## src/rtl/ocmp_pkg.sv

```systemverilog
package ocmp_pkg;
    typedef enum logic [1:0] {
        REG_STAT = 2'd0,
        REG_NONE = 2'd1,
        REG_CMPH = 2'd2,
        REG_CMPL = 2'd3
    } reg_sel_e;

    typedef enum logic {
        WR_HOLD = 1'b0,
        WR_LIVE = 1'b1
    } wr_state_e;

    typedef enum logic {
        FL_IDLE  = 1'b0,
        FL_ARMED = 1'b1
    } fl_state_e;

    localparam int STAT_FLAG_BIT  = 7;
    localparam int STAT_LEVEL_BIT = 0;
endpackage

```

## src/rtl/ocmp_wr_seq.sv

```systemverilog
module ocmp_wr_seq
    import ocmp_pkg::*;
(
    input  logic clk,
    input  logic rst_n,
    input  logic hi_wr_i,
    input  logic lo_wr_i,
    output logic live_o
);
    wr_state_e state_q, state_d;

    always_ff @(posedge clk) begin
        if (!rst_n) state_q <= WR_HOLD;
        else        state_q <= state_d;
    end

    always_comb begin
        state_d = state_q;
        unique case (state_q)
            WR_HOLD: if (lo_wr_i) state_d = WR_LIVE;
            WR_LIVE: if (hi_wr_i) state_d = WR_HOLD;
        endcase
    end

    always_comb begin
        live_o = (state_q == WR_LIVE);
    end

    assert_hi_write_holds_R4: assert property (@(posedge clk) disable iff (!rst_n)
        hi_wr_i |=> !live_o);
    assert_lo_write_frees_R4: assert property (@(posedge clk) disable iff (!rst_n)
        lo_wr_i |=> live_o);
endmodule

```

## src/rtl/ocmp_match.sv

```systemverilog
module ocmp_match #(
    parameter int CNT_W = 16
) (
    input  logic             clk,
    input  logic             rst_n,
    input  logic             live_i,
    input  logic [CNT_W-1:0] counter_i,
    input  logic [CNT_W-1:0] cmp_val_i,
    input  logic             level_i,
    output logic             hit_o,
    output logic             pin_o
);
    always_comb begin
        hit_o = live_i && (counter_i == cmp_val_i);
    end

    always_ff @(posedge clk) begin
        if (!rst_n)     pin_o <= 1'b0;
        else if (hit_o) pin_o <= level_i;
    end

    assert_pin_takes_level_R3: assert property (@(posedge clk) disable iff (!rst_n)
        hit_o |=> (pin_o == $past(level_i)));
    assert_pin_held_R3: assert property (@(posedge clk) disable iff (!rst_n)
        !hit_o |=> $stable(pin_o));
    assert_no_hit_when_held_R4: assert property (@(posedge clk) disable iff (!rst_n)
        !live_i |=> $stable(pin_o));
endmodule

```

## src/rtl/ocmp_flag_seq.sv

```systemverilog
module ocmp_flag_seq
    import ocmp_pkg::*;
(
    input  logic clk,
    input  logic rst_n,
    input  logic hit_i,
    input  logic stat_rd_i,
    input  logic lo_acc_i,
    output logic flag_o
);
    fl_state_e state_q, state_d;
    logic      clear_req;

    always_ff @(posedge clk) begin
        if (!rst_n) state_q <= FL_IDLE;
        else        state_q <= state_d;
    end

    always_comb begin
        state_d = state_q;
        unique case (state_q)
            FL_IDLE:  if (stat_rd_i && flag_o) state_d = FL_ARMED;
            FL_ARMED: if (lo_acc_i)            state_d = FL_IDLE;
        endcase
    end

    always_comb begin
        clear_req = (state_q == FL_ARMED) && lo_acc_i;
    end

    always_ff @(posedge clk) begin
        if (!rst_n)         flag_o <= 1'b0;
        else if (hit_i)     flag_o <= 1'b1;
        else if (clear_req) flag_o <= 1'b0;
    end

    assert_flag_on_hit_R2: assert property (@(posedge clk) disable iff (!rst_n)
        hit_i |=> flag_o);
    assert_clear_needs_arm_R5: assert property (@(posedge clk) disable iff (!rst_n)
        $fell(flag_o) |-> $past(state_q == FL_ARMED && lo_acc_i));
    assert_hit_beats_clear_R6: assert property (@(posedge clk) disable iff (!rst_n)
        (hit_i && clear_req) |=> flag_o);
endmodule

```

## src/rtl/ocmp_unit.sv

```systemverilog
module ocmp_unit
    import ocmp_pkg::*;
#(
    parameter int CNT_W = 16,
    parameter int BUS_W = 8
) (
    input  logic             clk,
    input  logic             rst_n,
    input  logic [CNT_W-1:0] counter_i,
    input  logic [1:0]       sel_i,
    input  logic             wr_i,
    input  logic             rd_i,
    input  logic [BUS_W-1:0] wdata_i,
    output logic [BUS_W-1:0] rdata_o,
    output logic             pin_o,
    output logic             flag_o
);
    localparam int HI_W = CNT_W - BUS_W;

    reg_sel_e         sel;
    logic [HI_W-1:0]  cmp_hi_q;
    logic [BUS_W-1:0] cmp_lo_q;
    logic             level_q;
    logic             hi_wr, lo_wr, lo_acc, stat_rd, stat_wr;
    logic             live, hit;

    always_comb begin
        sel     = reg_sel_e'(sel_i);
        hi_wr   = wr_i && (sel == REG_CMPH);
        lo_wr   = wr_i && (sel == REG_CMPL);
        lo_acc  = (wr_i || rd_i) && (sel == REG_CMPL);
        stat_rd = rd_i && (sel == REG_STAT);
        stat_wr = wr_i && (sel == REG_STAT);
    end

    // compare bytes keep their contents through reset
    always_ff @(posedge clk) begin
        if (hi_wr) cmp_hi_q <= wdata_i[HI_W-1:0];
        if (lo_wr) cmp_lo_q <= wdata_i;
    end

    always_ff @(posedge clk) begin
        if (!rst_n)       level_q <= 1'b0;
        else if (stat_wr) level_q <= wdata_i[STAT_LEVEL_BIT];
    end

    ocmp_wr_seq u_wr_seq (
        .clk     (clk),
        .rst_n   (rst_n),
        .hi_wr_i (hi_wr),
        .lo_wr_i (lo_wr),
        .live_o  (live)
    );

    ocmp_match #(.CNT_W(CNT_W)) u_match (
        .clk       (clk),
        .rst_n     (rst_n),
        .live_i    (live),
        .counter_i (counter_i),
        .cmp_val_i ({cmp_hi_q, cmp_lo_q}),
        .level_i   (level_q),
        .hit_o     (hit),
        .pin_o     (pin_o)
    );

    ocmp_flag_seq u_flag_seq (
        .clk       (clk),
        .rst_n     (rst_n),
        .hit_i     (hit),
        .stat_rd_i (stat_rd),
        .lo_acc_i  (lo_acc),
        .flag_o    (flag_o)
    );

    always_comb begin
        rdata_o = '0;
        if (rd_i) begin
            unique case (sel)
                REG_STAT: begin
                    rdata_o[STAT_FLAG_BIT]  = flag_o;
                    rdata_o[STAT_LEVEL_BIT] = level_q;
                end
                REG_NONE: rdata_o = '0;
                REG_CMPH: rdata_o = BUS_W'(cmp_hi_q);
                REG_CMPL: rdata_o = cmp_lo_q;
            endcase
        end
    end

    assert_reset_quiet_R1: assert property (@(posedge clk)
        !rst_n |=> (!flag_o && !pin_o));
    assert_idle_bus_R7: assert property (@(posedge clk) disable iff (!rst_n)
        !rd_i |-> (rdata_o == '0));
endmodule

```

## config.mk

```make
export PLATFORM = sky130hd
export DESIGN_NAME = ocmp_unit
export DESIGN_NICKNAME = d
export VERILOG_FILES = /design/src/rtl/ocmp_pkg.sv /design/src/rtl/ocmp_wr_seq.sv /design/src/rtl/ocmp_match.sv /design/src/rtl/ocmp_flag_seq.sv /design/src/rtl/ocmp_unit.sv
export SDC_FILE = /design/constraint.sdc
export NUM_CORES = 1
export LEC_CHECK = 0
export CORE_ASPECT_RATIO = 1.4
export CORE_UTILIZATION = 43
export CTS_CLUSTER_DIAMETER = 80
export DETAILED_ROUTE_END_ITERATION = 12
export GPL_ROUTABILITY_DRIVEN = 0
export PLACE_DENSITY = 0.76
export SYNTH_ARGS = -nofsm -noshare
export SYNTH_HDL_FRONTEND = slang
export SYNTH_HIERARCHICAL = 1
export SYNTH_SLANG_ARGS = --single-unit
```

## constraint.sdc

```tcl
create_clock -name clk -period 2.1 [get_ports clk]
set_clock_uncertainty 0.15 [all_clocks]
set_input_delay 0.21 -clock clk [delete_from_list [all_inputs] [get_ports clk]]
set_output_delay 0.21 -clock clk [all_outputs]
set_load 0.03 [all_outputs]
```

=== Yosys cells after proc, flatten, opt, wreduce, memory -nomap -nowiden ===
Index checks and enable logic that the tools add are counted.

* Bits in registers: 21
* Bits of input ports: 30
* Output and inout bits: 10
* Logic and storage cells: 36

* Equality and inequality tests: 4
* Muxes and demuxes: 12
* Bitwise gates (word level): 2
* Reduce and logical (&&, ||, !) cells: 11

{| class="wikitable"
|+ Operators by type and width
! cell !! number
|-
| $eq 16x16->1 || 1
|-
| $pmux 6 s2 || 1
|-
| $logic_and 1x1->1 || 8
|-
| $mux 8 || 1
|-
| $pmux 1 s4 || 2
|-
| $mux 1 || 6
|-
| $eq 2x2->1 const B || 2
|-
| $pmux 1 s2 || 2
|-
| $eq 2x1->1 const B || 1
|-
| $logic_not 2->1 || 1
|-
| $not 1->1 || 2
|-
| $reduce_bool 2->1 || 1
|-
| $logic_or 1x1->1 || 1
|}

=== Logic depth before layout (Yosys ltp) ===
* Word-level depth: 5
* Gate-level depth with buffers: 6
* Gate-level depth less buffers: 6

=== By module ===
The synthesis kept the hierarchy.

{| class="wikitable"
|+ By module, submodules not included
! module !! times used !! cells an instance !! area an instance (um^2) !! sequential area each (um^2)
|-
| ocmp_unit || 1 || 48 || 738.2 || 500.5
|-
| ocmp_match || 1 || 28 || 224.0 || 20.0
|-
| ocmp_flag_seq || 1 || 8 || 75.1 || 40.0
|-
| ocmp_wr_seq || 1 || 4 || 51.3 || 20.0
|}

=== Worst setup path after synthesis ===
OpenSTA, ideal clock, no wires.

* Kind: register -> register
* From: register cmp_hi_q[6]
* To: register u_match.pin_o
* Library setup time: 0.070 ns
* Arrival: 1.536 ns
* Required time: 1.880 ns
* Path slack: 0.344 ns
* Stages on the path, launching flop included: 6
* Buffers on the path: 0
* Clock period less this slack: 1.756 ns
* Cell sequence: edfxtp_1 xor2_1 nor4_1 nand4_1 or4_1 a21boi_1

* Longest elaborated chain between the ends: 2

{| class="wikitable"
|+ Ends and longest elaborated chain
! what !! RTL line !! RTL
|-
| start, declared || ocmp_unit.sv:21 || <nowiki>logic [HI_W-1:0] cmp_hi_q;</nowiki>
|-
| start signal, assigned || ocmp_unit.sv:38 || <nowiki>if (hi_wr) cmp_hi_q <= wdata_i[HI_W-1:0];</nowiki>
|-
| $eq 16x16->1 || ocmp_match.sv:14 || <nowiki>hit_o = live_i && (counter_i == cmp_val_i);</nowiki>
|-
| $logic_and 1x1->1 || ocmp_match.sv:14 ||
|-
| end signal, assigned || ocmp_match.sv:19 || <nowiki>else if (hit_o) pin_o <= level_i;</nowiki>
|-
| end, declared || ocmp_match.sv:11 || <nowiki>output logic pin_o</nowiki>
|}

No other way between the ends.
A chain may end at the register's enable or synchronous reset.

=== Worst setup path in the final report ===
* From: register cmp_hi_q[0]
* To: register u_match.pin_o

The elaborated chain is that of the path after synthesis.

==> run summary <==
proportion of synthesized area in mux cells: 0.0920
fmax: 517 MHz
n_diodes: 0
status: complete, no violations
vias in the first global route: 803
CP max stage cell: or4_1
Starting Density: 0.455
Synthesis Warnings: 6
CP delay by family, top: simple AND/OR/NAND/NOR gates
Die W: 44.5 µm
Num CTS Buffers: 3
DRT antenna net count: 0
worst min path class: reg -> reg
Synth Area in Simple Gates: 0.137
register area share after synthesis: 0.533
Worst R2R End: u_match/pin_o$_SDFFE_PN0P_
Unique masters post-synth: 29
clk slew on worst S/H paths: 0.11 ns
Max Slew Vio Count: 0
Place WS: -0.0626 ns
post-DP HPWL: 1830 µm
Overflow after GRT: 0
input/output buffers: 39
area of the multi-input gates: 483 µm²
Critical Path, Cell by Cell: xor2_1 > nor4_1 > nand2_1 > or4_1 > a21boi_1
FP Rows: 21
cell area after synthesis: 1090 µm²
H-tree lvl count: 1
Net Count, Synth: 118
largest family of logic cells by synthesized area: simple AND/OR/NAND/NOR gates
fillers: 193
clock tree from TritonCTS: done
VDD IR-drop max: 0.468 mV
routed length per placed instance: 14.2 µm
DR iter-0 viols: 11
IO Count: 40
Nets: 162
R2R setup slack: 0.16 ns
Chip Height: 61.5 µm
syn_area_per_cell: 12.4 µm²
Remaining DRCs: 0
CP Data Required Time: 2.18 ns
Via density: 5.04
leakage power: 0.000590 µW
max capacitance violation total: 0
adder-cell share of the synthesized area: 0
final worst slack: 0.164 ns
overall routed net length: 2340 µm
Final setup viols: 0
Crit path largest cell delay: 0.52 ns
Synth Instances: 88
RSZ-0062 raised after global routing: false
hold buffer count at cts: 0
antenna violations before repair: 0
register bit total from synthesis: 21
Sink Count: 21
Least-Margin Pin Slew: 0.316 ns
first-pass GRT wire length: 3450 µm
Clock Tree Root: clkbuf_4
Buf+Inv Stages, Crit Path: 0
Final Critical Period: 1.94 ns
r2r worst-path depth: 5
pwr/cell area: 542 nW/µm²
xor/xnor share of the synthesized area: 0.129
CP Max Fanout: 3
FF/Latch Area: 581 µm²
total global routing track utilization: 0.180
largest net degree at the start of global routing: 12
Die ar.: 2740 µm²
startpoint types: flop
worst hold endpoint: u_flag_seq/flag_o$_SDFFE_PN0P_
Clock Latency Late Sink: 0.29 ns
Placed Cells: 161
Vias: 832
Pre-Repair DR Iteration Count: 4
share of cells above drive strength 1: 0.168
Setup crit end kind: flop
Synth Area in Compound Gates: 0.0805
HP Start: u_flag_seq/state_q$_SDFF_PN0_
worst path arrival time: 2.02 ns
Tcrit/Tclk final: 0.922
hold depth: 1
fin cells: 165
Worst slew margin: 0.788
WS Path Type: reg -> reg
Setup Buffers After CTS: 0
Area Overhead vs Synth: 40.8%
core footprint: 2390 µm²
Hold Fails Final Rpt: 0
reg2reg start: cmp_hi_q[0]$_DFFE_PP_
Final Power: 831 µW
clk buf depth: 2
[final cells by class]
| class | count | area share |
|---|---|---|
| inverter | 2 | 0.00490 |
| timing repair buffer | 42 | 0.256 |
| sequential | 21 | 0.379 |
| multi-input combinational | 62 | 0.315 |
| tap | 34 | 0.0278 |
| clock buffer | 4 | 0.0171 |
[report_power, final]
| part | switching [µW] | leakage [µW] | internal, µW | total (µW) |
|---|---|---|---|---|
| combinational | 69.9 | 0.000388 | 95.2 | 165 |
| sequential | 11.2 | 0.000187 | 465 | 476 |
| clock | 116 | 0.0000150 | 73.8 | 190 |
[worst max path at each step]
stage | from | end | slack (ns) | depth (start not counted)
finish | cmp_hi_q[0]$_DFFE_PP_ | u_match/pin_o$_SDFFE_PN0P_ | 0.16 | 5
global route | cmp_hi_q[6]$_DFFE_PP_ | u_match/pin_o$_SDFFE_PN0P_ | 0.06 | 5
CTS | cmp_hi_q[7]$_DFFE_PP_ | u_match/pin_o$_SDFFE_PN0P_ | 0.13 | 5
detailed placement | counter_i[14] | u_match/pin_o$_SDFFE_PN0P_ | -0.06 | 6
global placement | counter_i[14] | u_match/pin_o$_SDFFE_PN0P_ | 0.009 | 6
floorplan | cmp_hi_q[6]$_DFFE_PP_ | u_match/pin_o$_SDFFE_PN0P_ | 0.34 | 5
[sequential cells by signal, indices dropped and copies added (netlist names)]
signal	flops
cmp_hi_q	8
cmp_lo_q	8
level_q	1
u_flag_seq/flag_o	1
u_flag_seq/state_q	1
u_match/pin_o	1
u_wr_seq/live_o	1
[what timing repair did]
action	in CTS	in global routing
gates resized for setup	0	1
setup endpoints to repair	0	1
endpoints found under the hold margin	0	0
[per-stage QoR]
step / cell area [µm²] / hold WS (ns) / TNS (ns) / utilization
finish: 1530 / 0.343 / 0 / 0.641
global route: 1530 / 0.345 / 0 / 0.641
CTS: 1530 / 0.338 / 0 / 0.638
detailed placement: 1500 / 0.322 / -0.0626 / 0.627
global placement: 1500 / 0.301 / 0 / 0.627
floorplan: 1090 / 0.159 / 0 / -
[synth_stat cells, drive strengths merged]
master	n	share of area
a31oi	1	0.0058
a21boi	2	0.017
nand2b	2	0.018
dfxtp	5	0.092
nand2	7	0.024
nor2	7	0.024
nand4	1	0.0058
a21bo	2	0.018
o211a	3	0.028
and3	1	0.0069
edfxtp	16	0.44
clkbuf	1	0.0046
xor2	12	0.097
o31ai	1	0.0069
nor3b	2	0.014
nor4	3	0.017
xnor2	4	0.032
mux2	2	0.028
nand3b	1	0.0069
buf	2	0.017
mux2i	7	0.064
or4	1	0.0069
nand4b	1	0.0080
o21ai	1	0.0046
inv	2	0.0069
nor3	1	0.0046
[placed cells by master (no fill, tap or decap)]
cell type / count
clkdlybuf4s50_1: 31
edfxtp_1: 16
xor2_1: 12
buf_4: 11
nand2_1: 7
mux2i_1: 7
nor2_1: 7
dfxtp_1: 5
xnor2_1: 4
o211a_1: 3
clkbuf_4: 3
mux2_4: 2
a21bo_2: 2
nor3b_1: 2
inv_1: 2
nor4_1: 2
and3_2: 1
clkbuf_1: 1
o21ai_1: 1
a31oi_1: 1
nand4b_1: 1
nand3b_1: 1
nor4_2: 1
nand4_1: 1
nor3_1: 1
o31ai_1: 1
or4_1: 1
a21boi_1: 1
nand2b_1: 1
nand2b_4: 1
a21boi_2: 1
[metal layers]
layer	vias up	routed length (µm)	global-route usage
met5	-	0	0
met3	2	98	0.0176
li1	405	-	-
met1	397	917	0.192
met2	28	1320	0.363
met4	0	12	0.0519
[logic make-up after synthesis]
| group | Yosys count |
|---|---|
| flops | 21 |
| buf+inv | 5 |
| mux | 9 |
| compound gates | 10 |
| simple gates | 27 |
| xor+xnor | 16 |
Note: power is estimated with default switching activity, not from simulation.
